**config.mk**
```make
export PLATFORM = sky130hd
export DESIGN_NAME = ssg_scl_timing
export DESIGN_NICKNAME = d
export VERILOG_FILES = /design/src/rtl/ssg_pkg.sv /design/src/rtl/ssg_prediv.sv /design/src/rtl/ssg_nest.sv /design/src/rtl/ssg_scl_timing.sv
export SDC_FILE = /design/constraint.sdc
export NUM_CORES = 1
export LEC_CHECK = 0
export ABC_AREA = 0
export CAP_MARGIN = 40
export CORE_ASPECT_RATIO = 1.5
export CORE_MARGIN = 2
export CORE_UTILIZATION = 25
export CTS_CLUSTER_DIAMETER = 80
export DETAILED_ROUTE_END_ITERATION = 8
export RECOVER_POWER = 50
export SLEW_MARGIN = 0
export SYNTH_ARGS = -nofsm -noshare
export SYNTH_HDL_FRONTEND = slang
export SYNTH_SLANG_ARGS = --single-unit
```
**constraint.sdc**
```tcl
create_clock -name clk -period 5 [get_ports clk]
set_input_delay 1 -clock clk [delete_from_list [all_inputs] [get_ports clk]]
set_output_delay 1 -clock clk [all_outputs]
set_load 0.02 [all_outputs]
```
**src/rtl/ssg_pkg.sv**
```systemverilog
package ssg_pkg;

    // Timing word layout and counter widths
    localparam int WORD_W      = 16;
    localparam int SMP_W       = 3;
    localparam int STP_W       = 6;
    localparam int HS_STP_W    = 3;
    localparam int STD_SMP_LSB = 8;
    localparam int STD_STP_LSB = 0;
    localparam int HS_SMP_LSB  = 12;
    localparam int HS_STP_LSB  = 8;
    localparam int HS_EN_LSB   = 0;
    localparam int HS_EN_W     = 2;
    // position counter must hold S*T - 1 (max 511) and the product itself
    localparam int CNT_W       = SMP_W + STP_W + 1;

    typedef enum logic [1:0] {
        PH_IDLE  = 2'd0,
        PH_STD   = 2'd1,
        PH_MCODE = 2'd2,
        PH_HS    = 2'd3
    } ssg_phase_e;

    typedef struct packed {
        logic [SMP_W-1:0] smp_m1;
        logic [STP_W-1:0] stp_m1;
    } ssg_lim_t;

    // Number of predivided ticks before the sample strobe in a high half
    function automatic logic [CNT_W-1:0] half_mid(input ssg_lim_t lim);
        logic [CNT_W-1:0] s;
        logic [CNT_W-1:0] t;
        logic [CNT_W-1:0] p;
        s = CNT_W'(lim.smp_m1) + CNT_W'(1);
        t = CNT_W'(lim.stp_m1) + CNT_W'(1);
        p = s * t;
        return p >> 1;
    endfunction

endpackage

```
**src/rtl/ssg_prediv.sv**
```systemverilog
module ssg_prediv #(
    parameter int DIV_W = 4
) (
    input  logic             clk,
    input  logic             rst_n,
    input  logic             clr,
    input  logic             en,
    input  logic [DIV_W-1:0] lim,
    output logic             tick
);

    typedef struct packed {
        logic [DIV_W-1:0] cnt;
    } st_t;

    st_t st_d, st_q;

    assign tick = en && !clr && (st_q.cnt == lim);

    always_comb begin
        st_d = st_q;
        if (clr) begin
            st_d.cnt = '0;
        end else if (en) begin
            if (tick) st_d.cnt = '0;
            else      st_d.cnt = st_q.cnt + DIV_W'(1);
        end
    end

    always_ff @(posedge clk or negedge rst_n) begin
        if (!rst_n) st_q <= '0;
        else        st_q <= st_d;
    end


    cnt_in_range_chk: assert property (@(posedge clk) disable iff (!rst_n)
        (en && !clr) |-> (st_q.cnt <= lim));


    tick_wraps_chk: assert property (@(posedge clk) disable iff (!rst_n)
        tick |=> (st_q.cnt == '0));

endmodule

```
**src/rtl/ssg_nest.sv**
```systemverilog
module ssg_nest
    import ssg_pkg::*;
(
    input  logic             clk,
    input  logic             rst_n,
    input  logic             clr,
    input  logic             tick,
    input  ssg_lim_t         lim,
    input  logic [CNT_W-1:0] mid_nxt,
    output logic             half_end,
    output logic             mid_hit
);

    typedef struct packed {
        logic [STP_W-1:0] stp;
        logic [SMP_W-1:0] smp;
        logic [CNT_W-1:0] pos;
    } st_t;

    st_t  st_d, st_q;
    logic stp_wrap;
    logic smp_wrap;
    logic fresh;

    assign stp_wrap = (st_q.stp == lim.stp_m1);
    assign smp_wrap = (st_q.smp == lim.smp_m1);
    assign half_end = tick && !clr && stp_wrap && smp_wrap;

    always_comb begin
        st_d  = st_q;
        fresh = 1'b0;
        if (clr) begin
            st_d  = '0;
            fresh = 1'b1;
        end else if (tick) begin
            fresh = 1'b1;
            if (half_end) begin
                st_d = '0;
            end else begin
                st_d.pos = st_q.pos + CNT_W'(1);
                if (stp_wrap) begin
                    st_d.stp = '0;
                    st_d.smp = st_q.smp + SMP_W'(1);
                end else begin
                    st_d.stp = st_q.stp + STP_W'(1);
                end
            end
        end
        mid_hit = fresh && (st_d.pos == mid_nxt);
    end

    always_ff @(posedge clk or negedge rst_n) begin
        if (!rst_n) st_q <= '0;
        else        st_q <= st_d;
    end


    counters_bound_chk: assert property (@(posedge clk) disable iff (!rst_n)
        !clr |-> (st_q.stp <= lim.stp_m1 && st_q.smp <= lim.smp_m1));


    pos_tracks_nest_chk: assert property (@(posedge clk) disable iff (!rst_n)
        (tick && !clr) |-> (st_q.pos ==
            CNT_W'(st_q.smp) * (CNT_W'(lim.stp_m1) + CNT_W'(1)) + CNT_W'(st_q.stp)));

endmodule

```
**src/rtl/ssg_scl_timing.sv**
```systemverilog
module ssg_scl_timing
    import ssg_pkg::*;
#(
    parameter int DIV_W = 4
) (
    input  logic              clk,
    input  logic              rst_n,
    input  logic              run,
    input  logic              mcode_done,
    input  logic [DIV_W-1:0]  div_m1,
    input  logic [WORD_W-1:0] std_word,
    input  logic [WORD_W-1:0] hs_word,
    output logic              scl_o,
    output logic              half_tick_o,
    output logic              sample_stb_o,
    output logic              hs_active_o
);

    typedef struct packed {
        logic             active;
        ssg_phase_e       phase;
        logic [DIV_W-1:0] div_m1;
        ssg_lim_t         std_lim;
        ssg_lim_t         hs_lim;
        logic             hs_en;
        logic             scl;
        logic             half;
        logic             stb;
    } st_t;

    localparam st_t RST_ST = '{
        active:  1'b0,
        phase:   PH_IDLE,
        div_m1:  '0,
        std_lim: '0,
        hs_lim:  '0,
        hs_en:   1'b0,
        scl:     1'b1,
        half:    1'b0,
        stb:     1'b0
    };

    st_t st_d, st_q;

    // Field extraction from the input words
    ssg_lim_t std_in;
    ssg_lim_t hs_in;
    logic     hs_en_in;
    logic     unused_bits;

    assign std_in.smp_m1 = std_word[STD_SMP_LSB +: SMP_W];
    assign std_in.stp_m1 = std_word[STD_STP_LSB +: STP_W];
    assign hs_in.smp_m1  = hs_word[HS_SMP_LSB +: SMP_W];
    assign hs_in.stp_m1  = STP_W'(hs_word[HS_STP_LSB +: HS_STP_W]);
    assign hs_en_in      = (hs_word[HS_EN_LSB +: HS_EN_W] == 2'b11);
    assign unused_bits   = ^{std_word[15:11], std_word[7:6], hs_word[15],
                             hs_word[11], hs_word[7:2]};

    // Transaction control events
    logic     load;
    logic     sw;
    logic     cnt_clr;
    logic     cnt_en;
    ssg_lim_t cur_lim;
    ssg_lim_t nxt_lim;
    logic     [CNT_W-1:0] mid_nxt;
    logic     div_tick;
    logic     half_end;
    logic     mid_hit;

    assign load    = !st_q.active && run;
    assign sw      = st_q.active && run && (st_q.phase == PH_MCODE) && mcode_done;
    assign cnt_clr = !st_q.active || !run || sw;
    assign cnt_en  = st_q.active && run;
    assign cur_lim = (st_q.phase == PH_HS) ? st_q.hs_lim : st_q.std_lim;
    assign nxt_lim = load ? std_in : (sw ? st_q.hs_lim : cur_lim);
    assign mid_nxt = half_mid(nxt_lim);

    ssg_prediv #(.DIV_W(DIV_W)) u_prediv (
        .clk   (clk),
        .rst_n (rst_n),
        .clr   (cnt_clr),
        .en    (cnt_en),
        .lim   (st_q.div_m1),
        .tick  (div_tick)
    );

    ssg_nest u_nest (
        .clk      (clk),
        .rst_n    (rst_n),
        .clr      (cnt_clr),
        .tick     (div_tick),
        .lim      (cur_lim),
        .mid_nxt  (mid_nxt),
        .half_end (half_end),
        .mid_hit  (mid_hit)
    );

    always_comb begin
        st_d      = st_q;
        st_d.half = 1'b0;
        if (!st_q.active) begin
            if (run) begin
                st_d.active  = 1'b1;
                st_d.phase   = hs_en_in ? PH_MCODE : PH_STD;
                st_d.div_m1  = div_m1;
                st_d.std_lim = std_in;
                st_d.hs_lim  = hs_in;
                st_d.hs_en   = hs_en_in;
                st_d.scl     = 1'b1;
            end
        end else if (!run) begin
            st_d.active = 1'b0;
            st_d.phase  = PH_IDLE;
            st_d.scl    = 1'b1;
        end else if (sw) begin
            st_d.phase = PH_HS;
        end else if (half_end) begin
            st_d.scl  = !st_q.scl;
            st_d.half = 1'b1;
        end
        st_d.stb = st_d.active && st_d.scl && mid_hit;
    end

    always_ff @(posedge clk or negedge rst_n) begin
        if (!rst_n) st_q <= RST_ST;
        else        st_q <= st_d;
    end

    assign scl_o        = st_q.scl;
    assign half_tick_o  = st_q.half;
    assign sample_stb_o = st_q.stb;
    assign hs_active_o  = (st_q.phase == PH_HS);


    idle_quiet_chk: assert property (@(posedge clk) disable iff (!rst_n)
        !st_q.active |-> (scl_o && !half_tick_o && !sample_stb_o && !hs_active_o));


    scl_hold_chk: assert property (@(posedge clk) disable iff (!rst_n)
        (st_q.active && run && !half_end) |=> $stable(st_q.scl));


    half_marks_edge_chk: assert property (@(posedge clk) disable iff (!rst_n)
        half_tick_o |-> (scl_o != $past(scl_o)));


    stb_in_high_chk: assert property (@(posedge clk) disable iff (!rst_n)
        sample_stb_o |-> scl_o);


    hs_needs_enable_chk: assert property (@(posedge clk) disable iff (!rst_n)
        hs_active_o |-> st_q.hs_en);


    hs_after_mcode_chk: assert property (@(posedge clk) disable iff (!rst_n)
        $rose(hs_active_o) |-> $past(mcode_done));


    cfg_frozen_chk: assert property (@(posedge clk) disable iff (!rst_n)
        (st_q.active && run) |=> ($stable(st_q.div_m1) && $stable(st_q.std_lim)
                                  && $stable(st_q.hs_lim) && $stable(st_q.hs_en)));

endmodule

```
* Word level (Yosys, flattened, before mapping)
Cells that the tools add are included.
Storage, ports and cells: flip-flop bits (word level) 49, bits of input ports 40, logic and storage cells 81
Cells by class: add/sub/neg operators 6, multipliers 1, equal/unequal tests 8, muxes and demuxes 25, bitwise gates (word level) 1, reduce and logical (&&, ||, !) cells 25
Operators with widths (number):
- 19-bit 2-to-1 mux | 3
- 27-bit 2-to-1 mux | 1
- 9-bit 2-to-1 mux | 3
- 1-bit logical AND | 12
- 4-bit 2-to-1 mux | 3
- 10-bit by 1-bit adder with 10-bit output (second input constant) | 1
- 10-bit by 9-bit == test with 1-bit output | 1
- 4-bit by 7-bit multiplier with 10-bit output | 1
- 2-bit 2-to-1 mux | 5
- 6-bit by 1-bit adder with 7-bit output (second input constant) | 1
- 1-bit 2-to-1 mux | 7
- 6-bit by 1-bit adder with 6-bit output (second input constant) | 1
- 2-bit == test (second input constant) | 3
- 6-bit == test | 1
- 3-bit 2-to-1 mux | 2
- 6-bit 2-to-1 mux | 1
- 2-bit AND reduction | 3
- 2-bit nonzero test | 3
- 3-bit by 1-bit adder with 4-bit output (second input constant) | 1
- 4-bit by 1-bit adder with 4-bit output (second input constant) | 1
- 4-bit == test | 1
- 1-bit logical NOT | 4
- 3-bit by 1-bit adder with 3-bit output (second input constant) | 1
- 3-bit == test | 1
- 4 further kinds | 5

* Longest topological paths before layout
Gate-level depths: netlist (run 1).
depth after elaboration 16, mapped depth 24

* By module
A second synthesis (run 1) with hierarchy kept.
Second synthesis, totals: cell total of the unflattened synthesis 438, area, all modules 3900.0 µm²
Modules (own cells, without submodules):
- ssg_scl_timing | times used 1, cells each 255, area each 2207.1 µm², seq. area each 626.9 µm²
- ssg_nest | times used 1, cells each 155, area each 1426.4 µm², seq. area each 475.5 µm²
- ssg_prediv | times used 1, cells each 28, area each 266.5 µm², seq. area each 100.1 µm²

* Worst setup path before layout (run 1)
No wires, ideal clock.
path type input-to-reg, start input port run, end register st_q, in the netlist sample_stb_o, setup time 0.121 ns, arrival 5.163 ns, required time 4.879 ns, path slack -0.285 ns, stages on the path 24, cell sequence buf_4 > nor2b_1 > buf_2 > clkbuf_1 > nand2_1 > o21ai_2 > ha_1 > a21boi_1 > nand2_1 > xor2_1 > nor2_1 > fa_1 > inv_1 > fa_1 > inv_1 > ha_1 > o21ai_0 > o21bai_1 > a21oi_1 > xnor2_1 > xor2_1 > a32oi_1 > o21ai_0 > and4bb_1
RTL lines:
- start, declared | line ssg_scl_timing.sv:8 | input logic run,
- end signal, assigned | line ssg_scl_timing.sv:127 | else st_q <= st_d;
- end, declared | line ssg_scl_timing.sv:43 | st_t st_d, st_q;

==> out/qor.txt, run 1 <==
vias in the first global route: 3533
Cell Chain, Critical Path: buf_8 -> and4_4 -> nor2_4 -> mux2i_2 -> o21ai_2 -> ha_4 -> xnor2_4 -> nand2b_4 -> fa_1 -> fa_1 -> inv_2 -> fa_2 -> a211oi_2 -> o21bai_1 -> a21oi_2 -> xnor2_2 -> xor2_1 -> a32oi_1 -> o21ai_1 -> and4bb_1
CTS tree: built
total power: 1580 uW
CP startpoint: mcode_done
commonest cells after routing, fill and taps aside: 81 x nand2_1, 47 x dfrtp_1, 43 x buf_4
Worst R2R Path Depth: 22
largest net degree at the start of global routing: 26
clock sink count: 48
EDFF count, synth: 0
r2r endpoint: sample_stb_o
Layout area overhead: 30.9%
ANT nets after route: 0
Clk pin slew, worst setup/hold paths: 0.07 ns
Final Max Tran Viols: 0
Power Dens Cells: 317 mW/mm^2
delay of the slowest cell on the worst path: 0.51 ns
r2r setup slk: 0.32 ns
wire length per cell: 14.0 um
fillers: 1614
total number of vias: 3295
Final Instance Area: 0.00498 mm^2
grt ovf: 0
CP max stage cell: fa_1
NumNets Final: 576
register area share after synthesis: 31.6%
Mapped Area: 0.00381 mm^2
final core occ: 33.2%
yosys warns: 0
first-pass GRT wire length: 16.7 mm
layout cells sized above 1: 23.0%
Clock Latency Late Sink: 0.30 ns
die height: 155 um
Synth async-reset ratio: 100%
DRC viols: 0
top_reg_cell synth: dfrtp_1
# IOs: 44
status: completed
period utilisation layout: 98.0%
area leader, netlist: dfrtp_1
antenna violations before repair: 0
Startpoint Class: input port
Peak Freq: 204 MHz
Worst EP arrival: 5.08 ns
most used cell along the critical path: fa_1
Die ar.: 0.0163 mm^2
iteration count of the initial detailed-routing pass: 4
Area contributors post-synth: dfrtp_1 31%, nand2_1 8.2%, ha_1 6.2%
Root Driver: clkbuf_16
Critical R2R Launch: st_q[27]
Worst Max-Slew Pin Slew: 1.36 ns
vias per inst: 4.66
Cells after Synth: 441
Placer Congestion: 0.838
clock buffer depth: 2
placed cell areas: 0.00467 mm^2
Setup-failing EPs final: 0
Setup Slack @ Placement: -0.782 ns
Hold Path Class: flop to flop
quantity of I/O buffers inserted on ports: 28
most common cell after layout, fill and taps aside: nand2_1
cts-stage hold buffer count: 0
number of placement rows: 55
DRT iter0 DRCs: 102
Leak Pwr: 0.00222 uW
Chip Width: 105 um
drt total wl: 9.90 mm
Fin Setup TNS: 0 ns
post-route minimum period: 4.90 ns
Clock Skew: 0.0104 ns
max_slew headroom: 9.20%
core area: 0.0150 mm^2
critical path fanouts, max: 4
Avg Synthesized Cell Area: 8.63 um^2
Critical Path End Type: flop
Seq cells post-synth: 48
Distinct cells, synth: 72
Setup WS post-layout: 0.100 ns
crit path kind: input port to flop
# diodes: 0
RSZ-0062 raised after global routing: yes
Yosys top cell area share: 30.9%
Initial Util: 25.4%
critical path capture point: sample_stb_o
required time worst endpoint: 5.18 ns
peak supply drop: 155 uV
number of max-cap violations: 0
H-Tree Depth: 2
final hold vios: 0
total track usage: 12.6%
hpwl dp: 7.83 mm
syn nets: 510
cts bufs inserted: 5
-- synth_stat cells (all sizes together) (3+ instances only) --
| library cell | instances |
|---|---|
| a21oi | 8 |
| and3 | 5 |
| nor4 | 3 |
| xor2 | 13 |
| o21ai | 31 |
| nand4 | 9 |
| nor3 | 11 |
| nand2b | 10 |
| nand2 | 84 |
| a211oi | 6 |
| o31ai | 3 |
| nor2 | 44 |
| dfrtp | 47 |
| inv | 23 |
| buf | 10 |
| clkbuf | 5 |
| xnor2 | 25 |
| or3 | 3 |
| fa | 10 |
| ha | 19 |
| a21o | 3 |
| a31oi | 3 |
| nand3 | 12 |
| o21a | 5 |
| a21boi | 4 |
| and2 | 6 |
| o22ai | 3 |
| mux2i | 6 |
| or2 | 5 |
-- repair_timing --
| action | in CTS | in global routing |
|---|---|---|
| pin swaps | 21 | 25 |
| gates resized for setup | 17 | 25 |
| endpoints found under the setup margin | 1 | 1 |
| setup buffers | 1 | 4 |
-- layout make-up --
type                            count  area [um^2]  share of cell area [%]
Tap cell                          199          249                    5.00
Multi-Input combinational cell    355         2660                    53.4
Sequential cell                    48         1200                    24.1
Timing Repair Buffer               74          631                    12.7
Clock buffer                        7          143                    2.86
Clock inverter                      1         8.76                   0.176
Inverter                           23         88.8                    1.78
-- how the worst min path moves through the flow --
stage,from,to,slack [ns],depth (start not counted)
4_1_cts,u_nest.st_q[12],u_nest.st_q[12],0.51,1
6_report,st_q[21],st_q[21],0.51,2
2_1_floorplan,st_q[11],st_q[11],0.45,2
3_5_place_dp,u_nest.st_q[12],u_nest.st_q[12],0.50,1
3_3_place_gp,st_q[21],st_q[21],0.49,2
5_1_grt,scl_o,scl_o,0.54,1
-- critical path: cells and delay by family --
| family | cells | cell delay (ns) |
|---|---|---|
| AOI/OAI and AO/OA | 6 | 0.91 |
| buffers and inverters | 2 | 0.15 |
| muxes | 1 | 0.25 |
| and+or+nand+nor | 4 | 0.74 |
| adders and majority gates | 4 | 1.57 |
| xor gates and xnor gates | 3 | 0.45 |
-- metrics by stage --
step,hold WS [ns],cells
floorplan,0.454,441
global placement,0.492,693
detailed placement,0.499,694
CTS,0.515,703
global route,0.540,707
finish,0.511,707
-- metal layers --
metal	up-vias	wire length, um	global-route usage (%)
met4	0	93	3.05
li1	1637	-	-
met5	-	0	0
met2	36	5510	24.1
met3	6	217	2.09
met1	1616	4070	14.4
-- logic make-up (layout without fill, tap and decap cells) --
group                    Yosys count  count (layout)  synth area share (%)
flip-flops                        48              48                  31.6
buffers and inverters             38             105                  4.73
AO/OA/AOI/OAI                     82              82                  14.8
AND/OR/NAND/NOR                  199             199                  25.9
multiplexers                       6               6                  1.58
XOR/XNOR                          39              39                  9.92
adder cells (fa/ha/maj)           29              29                  11.5
-- report_power, final --
| group | internal, uW | switching, uW | total (uW) | leakage, uW |
|---|---|---|---|---|
| Clock | 201 | 153 | 354 | 0.0000741 |
| Sequential | 414 | 30.0 | 444 | 0.000631 |
| Combinational | 391 | 391 | 782 | 0.00152 |
-- sequential cells by signal (all words and copies together) (netlist names) --
name and cells:
half_tick_o 1, u_nest.st_q 19, sample_stb_o 1, u_prediv.st_q 4, st_q 22, scl_o 1
(Power assumes the default switching activity.)
==> run 2: changes to the inputs <==
--- a/config.mk
+++ b/config.mk
@@ -13,7 +13,7 @@
 export CTS_CLUSTER_DIAMETER = 80
 export DETAILED_ROUTE_END_ITERATION = 8
 export RECOVER_POWER = 50
-export SLEW_MARGIN = 0
+export SLEW_MARGIN = 20
 export SYNTH_ARGS = -nofsm -noshare
 export SYNTH_HDL_FRONTEND = slang
 export SYNTH_SLANG_ARGS = --single-unit
==> constraint.sdc (replaced) <==
create_clock -name clk -period 5 [get_ports clk]
set_input_delay 0.75 -clock clk [delete_from_list [all_inputs] [get_ports clk]]
set_output_delay 0.75 -clock clk [all_outputs]
set_load 0.02 [all_outputs]
==> out/qor.txt, run 2 (synthesis gave the netlist of run 1 again) <==
total number of vias: 3460
largest reg by FF count: st_q
Setup WS post-layout: 0.236 ns
iteration count of the initial detailed-routing pass: 4
commonest cells after routing, fill and taps aside: 83 x nand2_1, 61 x buf_4, 47 x dfrtp_1
max_slew headroom: -11.6%
clock buffer depth: 2
drt total wl: 10.3 mm
number of placement rows: 55
multi-input logic area: 0.00264 mm^2
cts-stage hold buffer count: 0
Die ar.: 0.0163 mm^2
Clk pin slew, worst setup/hold paths: 0.07 ns
total power: 1620 uW
CTS tree: built
period utilisation layout: 95.3%
# diodes: 0
antenna violations before repair: 0
Hold Path Class: flop to flop
post-route minimum period: 4.76 ns
peak supply drop: 145 uV
required time worst endpoint: 5.24 ns
Clock Latency Late Sink: 0.30 ns
number of max-cap violations: 1
Chip Width: 105 um
max reg flops: 22
DRT iter0 DRCs: 178
# IOs: 44
Final Max Tran Viols: 31
Worst Max-Slew Pin Slew: 1.67 ns
Placer Congestion: 0.834
status: finished with violations
H-Tree Depth: 2
die height: 155 um
vias per inst: 4.76
cts bufs inserted: 5
layout cells sized above 1: 24.8%
Clock Skew: 0.00891 ns
final hold vios: 0
largest net degree at the start of global routing: 31
most common cell after layout, fill and taps aside: nand2_1
vias in the first global route: 3642
violated checks: capacitance limit, slew limit
first-pass GRT wire length: 17.3 mm
Root Driver: clkbuf_16
total track usage: 13.2%
ANT nets after route: 0
grt ovf: 0
fillers: 1572
Worst EP arrival: 5.00 ns
Setup-failing EPs final: 0
DRC viols: 0
Initial Util: 25.4%
hpwl dp: 7.87 mm
Largest regs: st_q: 22 flops, u_nest.st_q: 19 flops, u_prediv.st_q: 4 flops
clock sink count: 48
NumNets Final: 596
quantity of I/O buffers inserted on ports: 28
Setup Slack @ Placement: -0.775 ns
crit path kind: input port to flop
critical path fanouts, max: 6
core area: 0.0150 mm^2
register area: 0.00120 mm^2
wire length per cell: 14.1 um
Power Dens Cells: 318 mW/mm^2
Fin Setup TNS: 0 ns
Layout area overhead: 33.7%
Leak Pwr: 0.00231 uW
Critical Path End Type: flop
Startpoint Class: input port
Peak Freq: 210 MHz
[run 2: final cells by class]
| cell class | instances | area share, % |
|---|---|---|
| timing repair buffer | 94 | 14.9 |
| clock inverter | 1 | 0.147 |
| sequential | 48 | 23.6 |
| multi-input combinational | 355 | 51.9 |
| tap | 199 | 4.89 |
| inverter | 23 | 1.74 |
| clock buffer | 7 | 2.80 |
[run 2: worst paths after layout]
path / from / end / slack [ns] / depth (start not counted)
min in group asynchronous: rst_n / st_q[15] / 0.63 / 1
setup / recovery: run / sample_stb_o / 0.24 / 25
max in group asynchronous: rst_n / u_nest.st_q[12] / 2.28 / 2
hold reg to reg: st_q[23] / st_q[23] / 0.52 / 2
setup reg to reg: st_q[27] / sample_stb_o / 0.32 / 22
hold / removal: st_q[23] / st_q[23] / 0.52 / 2
[run 2: what timing repair did]
action,in CTS,in global routing
pin swaps,11,15
buffers inserted,8,6
endpoints found under the setup margin,1,1
gates resized for setup,23,28
cloned,0,1
[run 2: worst max-delay path, cell delays in order]
cell	delay, ns
buf_2	0.15
buf_4	0.15
nand2b_4	0.06
buf_6	0.13
buf_4	0.16
a31oi_4	0.21
buf_4	0.15
ha_4	0.15
xnor2_4	0.13
buf_4	0.14
buf_4	0.12
nor2_1	0.05
fa_1	0.50
inv_1	0.05
fa_1	0.53
inv_1	0.04
ha_1	0.32
inv_2	0.06
nor2_2	0.12
nor2_2	0.06
xor2_1	0.16
or3_1	0.31
o21ai_1	0.12
a211oi_1	0.07
and4bb_1	0.26
[run 2: per-layer routing]
metal	up-vias	wire, um	GRT usage, %
li1	1683	-	-
met1	1679	4050	14.3
met2	73	5500	24.6
met3	25	344	2.39
met4	0	371	6.16
met5	-	0	0
[run 2: power breakdown]
group	total (uW)	internal (uW)	switching, uW
clock network	350	200	150
logic	823	422	401
registers	444	414	30.5
[run 2: stage by stage]
step           instance area, um^2  hold slack (ns)  util, %  std cells
3_5_place_dp                  4650            0.507     31.0        704
3_3_place_gp                  4630            0.490     30.8        703
5_1_grt                       5090            0.543     33.9        727
6_report                      5090            0.521     33.9        727
4_1_cts                       4940            0.421     32.9        720
2_1_floorplan                 3820            0.454        -        441
==> run 3: changes to the inputs <==
--- a/config.mk
+++ b/config.mk
@@ -17,3 +17,4 @@
 export SYNTH_ARGS = -nofsm -noshare
 export SYNTH_HDL_FRONTEND = slang
 export SYNTH_SLANG_ARGS = --single-unit
+export TNS_END_PERCENT = 1
==> results of run 3 <==
The final DEF is identical to that of run 2; final timing and power are the same.
